[src/rtl/mps_pkg.sv]
// Package: shared operation codes for the multiply and shift product unit.
// Assumes: codes are decoded by the surrounding core and held for one cycle.
package mps_pkg;
    typedef enum logic [2:0] {
        OP_MUL_OA     = 3'd0,
        OP_MUL_OA_FRS = 3'd1,
        OP_MUL_PO     = 3'd2,
        OP_MUL_PO_SAT = 3'd3,
        OP_SHL        = 3'd4,
        OP_SHR        = 3'd5,
        OP_SHL_SAT    = 3'd6,
        OP_SHR_SAT    = 3'd7
    } mps_op_e;
endpackage

[src/rtl/mps_mul.sv]
// Module: mps_mul
// Combinational multiply paths. Forms operand*acc (plain and fractional
// saturating) and product*operand (wrapping and saturating), selected by op.
// Assumes: all inputs are two's complement; WORD_W >= 2.
module mps_mul #(
    parameter int WORD_W = 16
) (
    input  mps_pkg::mps_op_e       op,
    input  logic [2*WORD_W-1:0]    prod,
    input  logic [WORD_W-1:0]      operand,
    input  logic [WORD_W-1:0]      acc,
    output logic [2*WORD_W-1:0]    result
);
    localparam int PW = 2 * WORD_W;
    localparam int XW = 3 * WORD_W;

    logic signed [PW-1:0] oa_prod;
    logic signed [XW-1:0] po_prod;
    logic                 both_min;
    logic                 po_fits;
    logic [PW-1:0]        max_pos;
    logic [PW-1:0]        max_neg;

    assign oa_prod  = $signed(operand) * $signed(acc);
    assign po_prod  = $signed(prod) * $signed(operand);
    assign both_min = (operand == {1'b1, {(WORD_W-1){1'b0}}}) &&
                      (acc     == {1'b1, {(WORD_W-1){1'b0}}});
    assign po_fits  = (&po_prod[XW-1:PW-1]) || ~(|po_prod[XW-1:PW-1]);
    assign max_pos  = {1'b0, {(PW-1){1'b1}}};
    assign max_neg  = {1'b1, {(PW-1){1'b0}}};

    // Purpose: pick the multiply flavour requested by the opcode.
    always_comb begin
        unique case (op)
            mps_pkg::OP_MUL_OA:     result = oa_prod;
            mps_pkg::OP_MUL_OA_FRS: result = both_min ? max_pos : {oa_prod[PW-2:0], 1'b0};
            mps_pkg::OP_MUL_PO:     result = po_prod[PW-1:0];
            mps_pkg::OP_MUL_PO_SAT: result = po_fits ? po_prod[PW-1:0]
                                           : (po_prod[XW-1] ? max_neg : max_pos);
            default:                result = prod;
        endcase
    end
endmodule

[src/rtl/mps_shift.sv]
// Module: mps_shift
// Barrel shifter for the product: sign-keeping left shift, arithmetic right
// shift, and a saturating left shift that clamps when the exact value does
// not fit. Built as log2 stages by a generate loop.
// Assumes: shamt ranges over 0..2*WORD_W-1.
module mps_shift #(
    parameter int WORD_W = 16,
    parameter int SH_W   = $clog2(2 * WORD_W)
) (
    input  mps_pkg::mps_op_e       op,
    input  logic [2*WORD_W-1:0]    prod,
    input  logic [SH_W-1:0]        shamt,
    output logic [2*WORD_W-1:0]    result
);
    localparam int PW = 2 * WORD_W;
    localparam int LW = 2 * PW;

    logic [LW-1:0] lst [0:SH_W];
    logic [PW-1:0] rst_stage [0:SH_W];
    logic [LW-1:0] left_full;
    logic [PW-1:0] right_res;
    logic [PW-1:0] left_plain;
    logic [PW-1:0] left_sat;
    logic          left_fits;

    assign lst[0]       = {{PW{prod[PW-1]}}, prod};
    assign rst_stage[0] = prod;

    genvar k;
    generate
        for (k = 0; k < SH_W; k++) begin : g_stage
            assign lst[k+1]       = shamt[k] ? (lst[k] << (1 << k)) : lst[k];
            assign rst_stage[k+1] = shamt[k] ? PW'($signed(rst_stage[k]) >>> (1 << k))
                                             : rst_stage[k];
        end
    endgenerate

    assign left_full  = lst[SH_W];
    assign right_res  = rst_stage[SH_W];
    assign left_plain = {prod[PW-1], left_full[PW-2:0]};
    assign left_fits  = (&left_full[LW-1:PW-1]) || ~(|left_full[LW-1:PW-1]);
    assign left_sat   = left_fits ? left_full[PW-1:0]
                      : (prod[PW-1] ? {1'b1, {(PW-1){1'b0}}} : {1'b0, {(PW-1){1'b1}}});

    // Purpose: pick the shift flavour requested by the opcode.
    always_comb begin
        unique case (op)
            mps_pkg::OP_SHL:     result = left_plain;
            mps_pkg::OP_SHL_SAT: result = left_sat;
            mps_pkg::OP_SHR,
            mps_pkg::OP_SHR_SAT: result = right_res;
            default:             result = prod;
        endcase
    end
endmodule

[src/rtl/mps_unit.sv]
// Module: mps_unit (top)
// Holds the 32-bit product in two halves and updates it with a multiply or
// shift when start is high, or by direct half-word writes otherwise.
// Assumes: one request per cycle; operation has priority over writes.
module mps_unit #(
    parameter int WORD_W = 16,
    parameter int SH_W   = $clog2(2 * WORD_W),
    parameter int OP_W   = 3
) (
    input  logic              clk,
    input  logic              rst_n,
    input  logic              start,
    input  logic [OP_W-1:0]   op,
    input  logic [WORD_W-1:0] operand,
    input  logic [WORD_W-1:0] acc,
    input  logic [SH_W-1:0]   shamt,
    input  logic              wr_hi,
    input  logic              wr_lo,
    input  logic [WORD_W-1:0] wr_data,
    output logic [WORD_W-1:0] prod_hi,
    output logic [WORD_W-1:0] prod_lo,
    output logic              done
);
    localparam int PW = 2 * WORD_W;

    mps_pkg::mps_op_e op_e;
    logic [PW-1:0]    prod_q;
    logic [PW-1:0]    mul_res;
    logic [PW-1:0]    sh_res;
    logic [PW-1:0]    op_res;
    logic             done_q;

    assign op_e = mps_pkg::mps_op_e'(op);

    mps_mul #(.WORD_W(WORD_W)) i_mul (
        .op(op_e), .prod(prod_q), .operand(operand), .acc(acc), .result(mul_res)
    );

    mps_shift #(.WORD_W(WORD_W), .SH_W(SH_W)) i_shift (
        .op(op_e), .prod(prod_q), .shamt(shamt), .result(sh_res)
    );

    // Purpose: multiply opcodes have op[2]==0, shift opcodes op[2]==1.
    always_comb begin
        op_res = op[OP_W-1] ? sh_res : mul_res;
    end

    // Purpose: product register with operation-over-write priority.
    always_ff @(posedge clk) begin
        if (!rst_n) begin
            prod_q <= '0;
        end else if (start) begin
            prod_q <= op_res;
        end else begin
            if (wr_hi) prod_q[PW-1:WORD_W] <= wr_data;
            if (wr_lo) prod_q[WORD_W-1:0]  <= wr_data;
        end
    end

    // Purpose: completion pulse one cycle after a request.
    always_ff @(posedge clk) begin
        if (!rst_n) done_q <= 1'b0;
        else        done_q <= start;
    end

    assign prod_hi = prod_q[PW-1:WORD_W];
    assign prod_lo = prod_q[WORD_W-1:0];
    assign done    = done_q;

    // done follows a request by exactly one cycle
    assert_done_follows_R11: assert property (@(posedge clk) disable iff (!rst_n)
        done |-> $past(start));
    assert_done_after_start_R11: assert property (@(posedge clk) disable iff (!rst_n)
        start |=> done);

    // an idle cycle leaves the product untouched
    assert_idle_hold_R11: assert property (@(posedge clk) disable iff (!rst_n)
        (!start && !wr_hi && !wr_lo) |=> $stable({prod_hi, prod_lo}));

    // plain left shift zero-fills the low bits and keeps the sign
    assert_shl_fill_R7: assert property (@(posedge clk) disable iff (!rst_n)
        (start && op == 3'd4) |=>
        ((({prod_hi, prod_lo}) & (({{(PW-1){1'b0}}, 1'b1} << $past(shamt)) - 1'b1)) == '0)
        && (prod_hi[WORD_W-1] == $past(prod_hi[WORD_W-1])));

    // arithmetic right shift keeps the sign
    assert_shr_sign_R8: assert property (@(posedge clk) disable iff (!rst_n)
        (start && (op == 3'd5 || op == 3'd7)) |=>
        (prod_hi[WORD_W-1] == $past(prod_hi[WORD_W-1])));

    // saturating left shift never flips the sign
    assert_shl_sat_sign_R9: assert property (@(posedge clk) disable iff (!rst_n)
        (start && op == 3'd6) |=>
        (prod_hi[WORD_W-1] == $past(prod_hi[WORD_W-1])));
endmodule

[config.mk]
export PLATFORM = sky130hd
export DESIGN_NAME = mps_unit
export DESIGN_NICKNAME = d
export VERILOG_FILES = /design/src/rtl/mps_pkg.sv /design/src/rtl/mps_mul.sv /design/src/rtl/mps_shift.sv /design/src/rtl/mps_unit.sv
export SDC_FILE = /design/constraint.sdc
export NUM_CORES = 2
export LEC_CHECK = 0
export BUFFER_PORTS_ARGS = -buffer_cell sky130_fd_sc_hd__buf_4
export CORE_MARGIN = 10
export CORE_UTILIZATION = 51
export CTS_CLUSTER_SIZE = 20
export DETAILED_ROUTE_END_ITERATION = 12
export PLACE_DENSITY_LB_ADDON = 0.2
export SKIP_CTS_REPAIR_TIMING = 1
export SYNTH_ARGS = -nofsm -noshare
export SYNTH_HDL_FRONTEND = slang
export SYNTH_SLANG_ARGS = --single-unit
[constraint.sdc]
create_clock -name clk -period 24.6 [get_ports clk]
set_input_delay 1.23 -clock clk [delete_from_list [all_inputs] [get_ports clk]]
set_output_delay 1.23 -clock clk [all_outputs]
set_load 0.05 [all_outputs]
==> results_tabular.tex <==
\begin{tabular}{lr}
\hline
Metric & Value \\
\hline
\multicolumn{2}{l}{\textbf{GRT}} \\
\quad Number of antenna violations at the first check in global routing & 10 \\
\quad Overflow left after global routing & 0 \\
\quad Number of global-route vias before repair & 32163 \\
\quad Aggregate global-route resource usage & 29.1\% \\
\quad Pin count of the biggest net entering global routing & 94 \\
\quad Wire length of the first global-routing pass & 188000 µm \\
\multicolumn{2}{l}{\textbf{Finish}} \\
\quad Area taken by multi-input logic gates & 31100 µm² \\
\quad Final core utilization & 53.2\% \\
\quad Fraction of final layout cells with drive strength greater than 1 & 5.90\% \\
\quad Sequential standard cell area & 662 µm² \\
\quad Final-layout fill cell count & 6820 \\
\quad Layout net count & 5260 \\
\quad Layout Area Growth over Synthesis & 3.27\% \\
\multicolumn{2}{l}{\textbf{Timing}} \\
\quad Number of setup violations in the final report & 0 \\
\quad Final worst path period share & 40.0\% \\
\quad Summed negative setup slack over all endpoints & 0 ns \\
\quad Final clock skew & 0.00619 ns \\
\quad Least-Margin Pin Slew & 1.16 ns \\
\quad RSZ-0062 raised after global routing & no \\
\quad Highest attainable clock frequency & 0.102 GHz \\
\quad Worst slew margin relative to its limit & 22.3\% \\
\quad Number of failing hold endpoints at the final stage & 0 \\
\quad Min cycle time layout & 9.84 ns \\
\quad Number of max-slew violations in the final report & 0 \\
\quad Post-Route Hold Slack & 0.771 ns \\
\multicolumn{2}{l}{\textbf{Floorplan}} \\
\quad IO Pins & 94 \\
\quad Initial Utilization & 51.5\% \\
\quad Core Rows & 97 \\
\quad Area enclosed by the die boundary & 81900 µm² \\
\quad Area of the placeable core & 70100 µm² \\
\quad Chip Height & 286 µm \\
\quad Die Width & 286 µm \\
\multicolumn{2}{l}{\textbf{Detailed routing}} \\
\quad DR pass1 iterations & 6 \\
\quad WL per Instance & 22.6 µm \\
\quad Detailed router's first-iteration violation count & 3120 \\
\quad Number of remaining DRC errors & 0 \\
\quad Routed Antenna Nets & 0 \\
\quad Total wirelength of the detailed-routed design & 118000 µm \\
\quad Total vias in the final route & 31205 \\
\quad Via-per-instance ratio & 6.00 \\
\multicolumn{2}{l}{\textbf{Setup path}} \\
\quad Path type of the worst setup path & input pin to register \\
\quad Reg2Reg Setup Slack & 15.66 ns \\
\quad Worst flop-to-flop path startpoint & prod\_q[9] \\
\quad Delay of the slowest critical-path stage & 0.92 ns \\
\quad Critical path data arrival time & 10.00 ns \\
\quad Endpoint of the worst-slack reg-to-reg timing path & prod\_q[21] \\
\quad Setup crit end kind & register \\
\quad Worst path bufs/invs & 4 \\
\quad Series of cell instances along the critical path & buf\_4 -> clkinv\_1 -> nor2\_1 -> fa\_1 -> fa\_1 -> fa\_1 -> fa\_1 -> fa\_1 -> inv\_1 -> fa\_1 -> inv\_1 -> ha\_1 -> a21oi\_1 -> o21ai\_1 -> a221oi\_2 -> a31oi\_1 -> o22a\_1 -> xnor2\_1 -> nand3\_1 -> or4b\_4 -> o41ai\_1 -> nand2\_1 -> a2111oi\_0 -> o21ai\_0 \\
\quad CP Data Required Time & 24.76 ns \\
\quad Startpoint types & input pin \\
\quad Crit path max-delay cell type & sky130\_fd\_sc\_hd\_\_clkinv\_1 \\
\quad Worst Path Max Fanout & 28 \\
\quad Cell occurring most often along the worst timing path & sky130\_fd\_sc\_hd\_\_fa\_1 \\
\quad Worst Reg2Reg Path Length in Cells & 22 \\
\quad Cell type group with the largest total delay on the critical path & adder cells \\
\multicolumn{2}{l}{\textbf{Clock network}} \\
\quad CTS H-Tree Depth & 2 \\
\quad Root buf cell & sky130\_fd\_sc\_hd\_\_clkbuf\_16 \\
\quad Number of sinks driven by the clock tree & 33 \\
\quad TritonCTS clock tree & done \\
\quad Number of buffers added by the clock tree synthesis step & 5 \\
\quad Clock-pin slew reported for the worst setup and hold paths after clock tree synthesis & 0.06 ns \\
\quad Max clock buf depth & 2 \\
\quad Clock latency at the later pin of the worst-skew pair & 0.30 ns \\
\multicolumn{2}{l}{\textbf{Yosys}} \\
\quad Post-synthesis xor/xnor area fraction & 1.99\% \\
\quad Proportion of synthesized chip area in sequential cells & 1.83\% \\
\quad Combinational family with the most area after synthesis & adder cells \\
\quad Synthesized-area fraction occupied by adder cells & 48.2\% \\
\quad Commonest register cell after synthesis & sky130\_fd\_sc\_hd\_\_dfxtp\_1 \\
\quad Number of synthesized register bits & 33 \\
\quad Synthesized-area fraction occupied by ao, oa, aoi and oai cells & 12.0\% \\
\quad Number of distinct library cells after synthesis & 91 \\
\quad Proportion of register bits with asynchronous set or reset after synthesis & 0\% \\
\quad Syn. warnings & 0 \\
\quad Post-synth design cell area & 36100 µm² \\
\quad Multiplexer share of the synthesized area & 5.54\% \\
\quad Simple-gate area share of the yosys netlist & 18.2\% \\
\quad Post-synthesis net count & 5414 \\
\quad Avg Inst Size Synth & 8.20 µm² \\
\quad Cells after Synth & 4409 \\
\quad Number of flops mapped to enable cells by yosys & 0 \\
\multicolumn{2}{l}{\textbf{Worst hold path}} \\
\quad Hold/Removal Path Class & register to register \\
\quad Hold\_sp & prod\_q[29] \\
\quad Worst Hold End & prod\_q[29] \\
\quad Hold Path Depth & 3 \\
\multicolumn{2}{l}{\textbf{Placed design}} \\
\quad Port-buffer cells & 93 \\
\quad Placer's final routability congestion estimate & 1.00 \\
\quad Post-DP HPWL & 90400 µm \\
\multicolumn{2}{l}{\textbf{Run status}} \\
\quad Status & completed \\
\multicolumn{2}{l}{\textbf{Run}} \\
\quad MaxCap Viol Count & 0 \\
\hline
\end{tabular}
## routing by layer
| metal | up-vias | GRT usage (%) | wire length [µm] | share of wire [%] |
|---|---|---|---|---|
| met5 | - | 0 | 63 | 0.054 |
| met4 | 10 | 9.33 | 3890 | 3.3 |
| met3 | 238 | 4.23 | 10600 | 9.0 |
| met2 | 1561 | 45.5 | 53300 | 45 |
| met1 | 15852 | 41.0 | 49900 | 42 |
| li1 | 13544 | - | - | - |
## worst register-to-register path, stage by stage (launching register included)
cell and delay [ns]:
sky130_fd_sc_hd__dfxtp_1 0.91, sky130_fd_sc_hd__buf_4 0.41, sky130_fd_sc_hd__nand2_1 0.12, sky130_fd_sc_hd__fa_1 0.52, sky130_fd_sc_hd__fa_1 0.58, sky130_fd_sc_hd__fa_1 0.45
sky130_fd_sc_hd__fa_1 0.54, sky130_fd_sc_hd__inv_1 0.05, sky130_fd_sc_hd__fa_1 0.49, sky130_fd_sc_hd__fa_1 0.41, sky130_fd_sc_hd__ha_1 0.38, sky130_fd_sc_hd__a21oi_2 0.28
sky130_fd_sc_hd__nand2_1 0.19, sky130_fd_sc_hd__nor3b_2 0.37, sky130_fd_sc_hd__a31oi_2 0.24, sky130_fd_sc_hd__nor4b_1 0.36, sky130_fd_sc_hd__a311o_1 0.30, sky130_fd_sc_hd__nand3_1 0.12
sky130_fd_sc_hd__or4b_4 0.52, sky130_fd_sc_hd__o41ai_1 0.92, sky130_fd_sc_hd__nand2_1 0.09, sky130_fd_sc_hd__a2111oi_0 0.43, sky130_fd_sc_hd__o21ai_0 0.14
## state kept, by name, indices dropped and copies added, names as in the netlist
signal / flops
done: 1
prod_q: 32
## cell usage in the layout, fill, tap and decap left out, drive strengths merged, types with 24 or more instances in the layout
master,instances
inv,852
mux2,31
nand2b,39
mux4,40
a21o,38
a211oi,29
fa,748
nor4,30
ha,196
o211ai,29
mux2i,75
buf,139
nor2,207
a21oi,173
nand4,24
xor2,29
o21ai,173
xnor2,53
and2,309
nand3,28
nand2,613
dfxtp,33
nor3,63
## worst max-delay path by stage
| stage | startpoint | end | slack, ns | depth (start not counted) |
|---|---|---|---|---|
| CTS | operand[15] | prod_q[21] | 14.90 | 24 |
| finish | operand[15] | prod_q[21] | 14.76 | 24 |
| detailed placement | operand[15] | prod_q[21] | 14.63 | 24 |
| floorplan | prod_q[31] | prod_q[26] | 15.81 | 30 |
| global placement | operand[15] | prod_q[6] | 14.84 | 24 |
| global route | operand[15] | prod_q[21] | 14.23 | 24 |
## synth_stat cells, drive strengths merged (11+ instances only)
| cell type | instances | area, µm² |
|---|---|---|
| mux2 | 31 | 349 |
| nor3 | 63 | 315 |
| ha | 196 | 2450 |
| a21o | 38 | 285 |
| a211oi | 29 | 228 |
| o2111ai | 11 | 96.3 |
| nor4 | 30 | 188 |
| o21bai | 12 | 90.1 |
| o221ai | 14 | 123 |
| a21oi | 173 | 892 |
| nor2b | 13 | 81.3 |
| mux2i | 75 | 751 |
| dfxtp | 33 | 661 |
| clkbuf | 250 | 940 |
| nand4 | 24 | 150 |
| xnor2 | 53 | 464 |
| o211ai | 29 | 218 |
| and3 | 21 | 131 |
| nand3 | 28 | 140 |
| a31oi | 17 | 113 |
| xor2 | 29 | 254 |
| nand2 | 613 | 2300 |
| o22ai | 12 | 75.1 |
| and2 | 309 | 1930 |
| fa | 748 | 15000 |
| nand2b | 39 | 244 |
| o31ai | 11 | 82.6 |
| mux4 | 40 | 901 |
| o21a | 15 | 113 |
| o21ai | 173 | 877 |
| buf | 50 | 248 |
| or3 | 11 | 68.8 |
| a221oi | 13 | 120 |
| nor2 | 207 | 777 |
| inv | 853 | 3200 |
| o211a | 11 | 110 |
## stage by stage
step	instances	instance area (µm²)	setup slack, ns
after global routing	5199	37300	14.23
after floorplan	4409	36100	15.81
final	5199	37300	14.76
after detailed placement	5188	37200	14.63
after global placement	5188	37200	14.84
after CTS	5196	37300	14.90
## area by class of cell
cell class | instances | share of cell area (%)
diodes | 3 | 0.0201
clock buffers | 6 | 0.345
clock inverters | 2 | 0.0268
inverters | 858 | 8.63
multi-input cells | 3218 | 83.3
flip-flops and latches | 33 | 1.77
well taps | 940 | 3.15
repair buffers | 139 | 2.80
## cells by family after synthesis
| group | Yosys count |
|---|---|
| buffers and inverters | 1158 |
| AO/OA/AOI/OAI | 656 |
| flip-flops | 33 |
| AND/OR/NAND/NOR | 1390 |
| multiplexers | 146 |
| XOR/XNOR | 82 |
| adder cells (fa/ha/maj) | 944 |
Power is not shown: default switching activity piles up to over one toggle a cycle in this logic, so the estimate is an artifact.
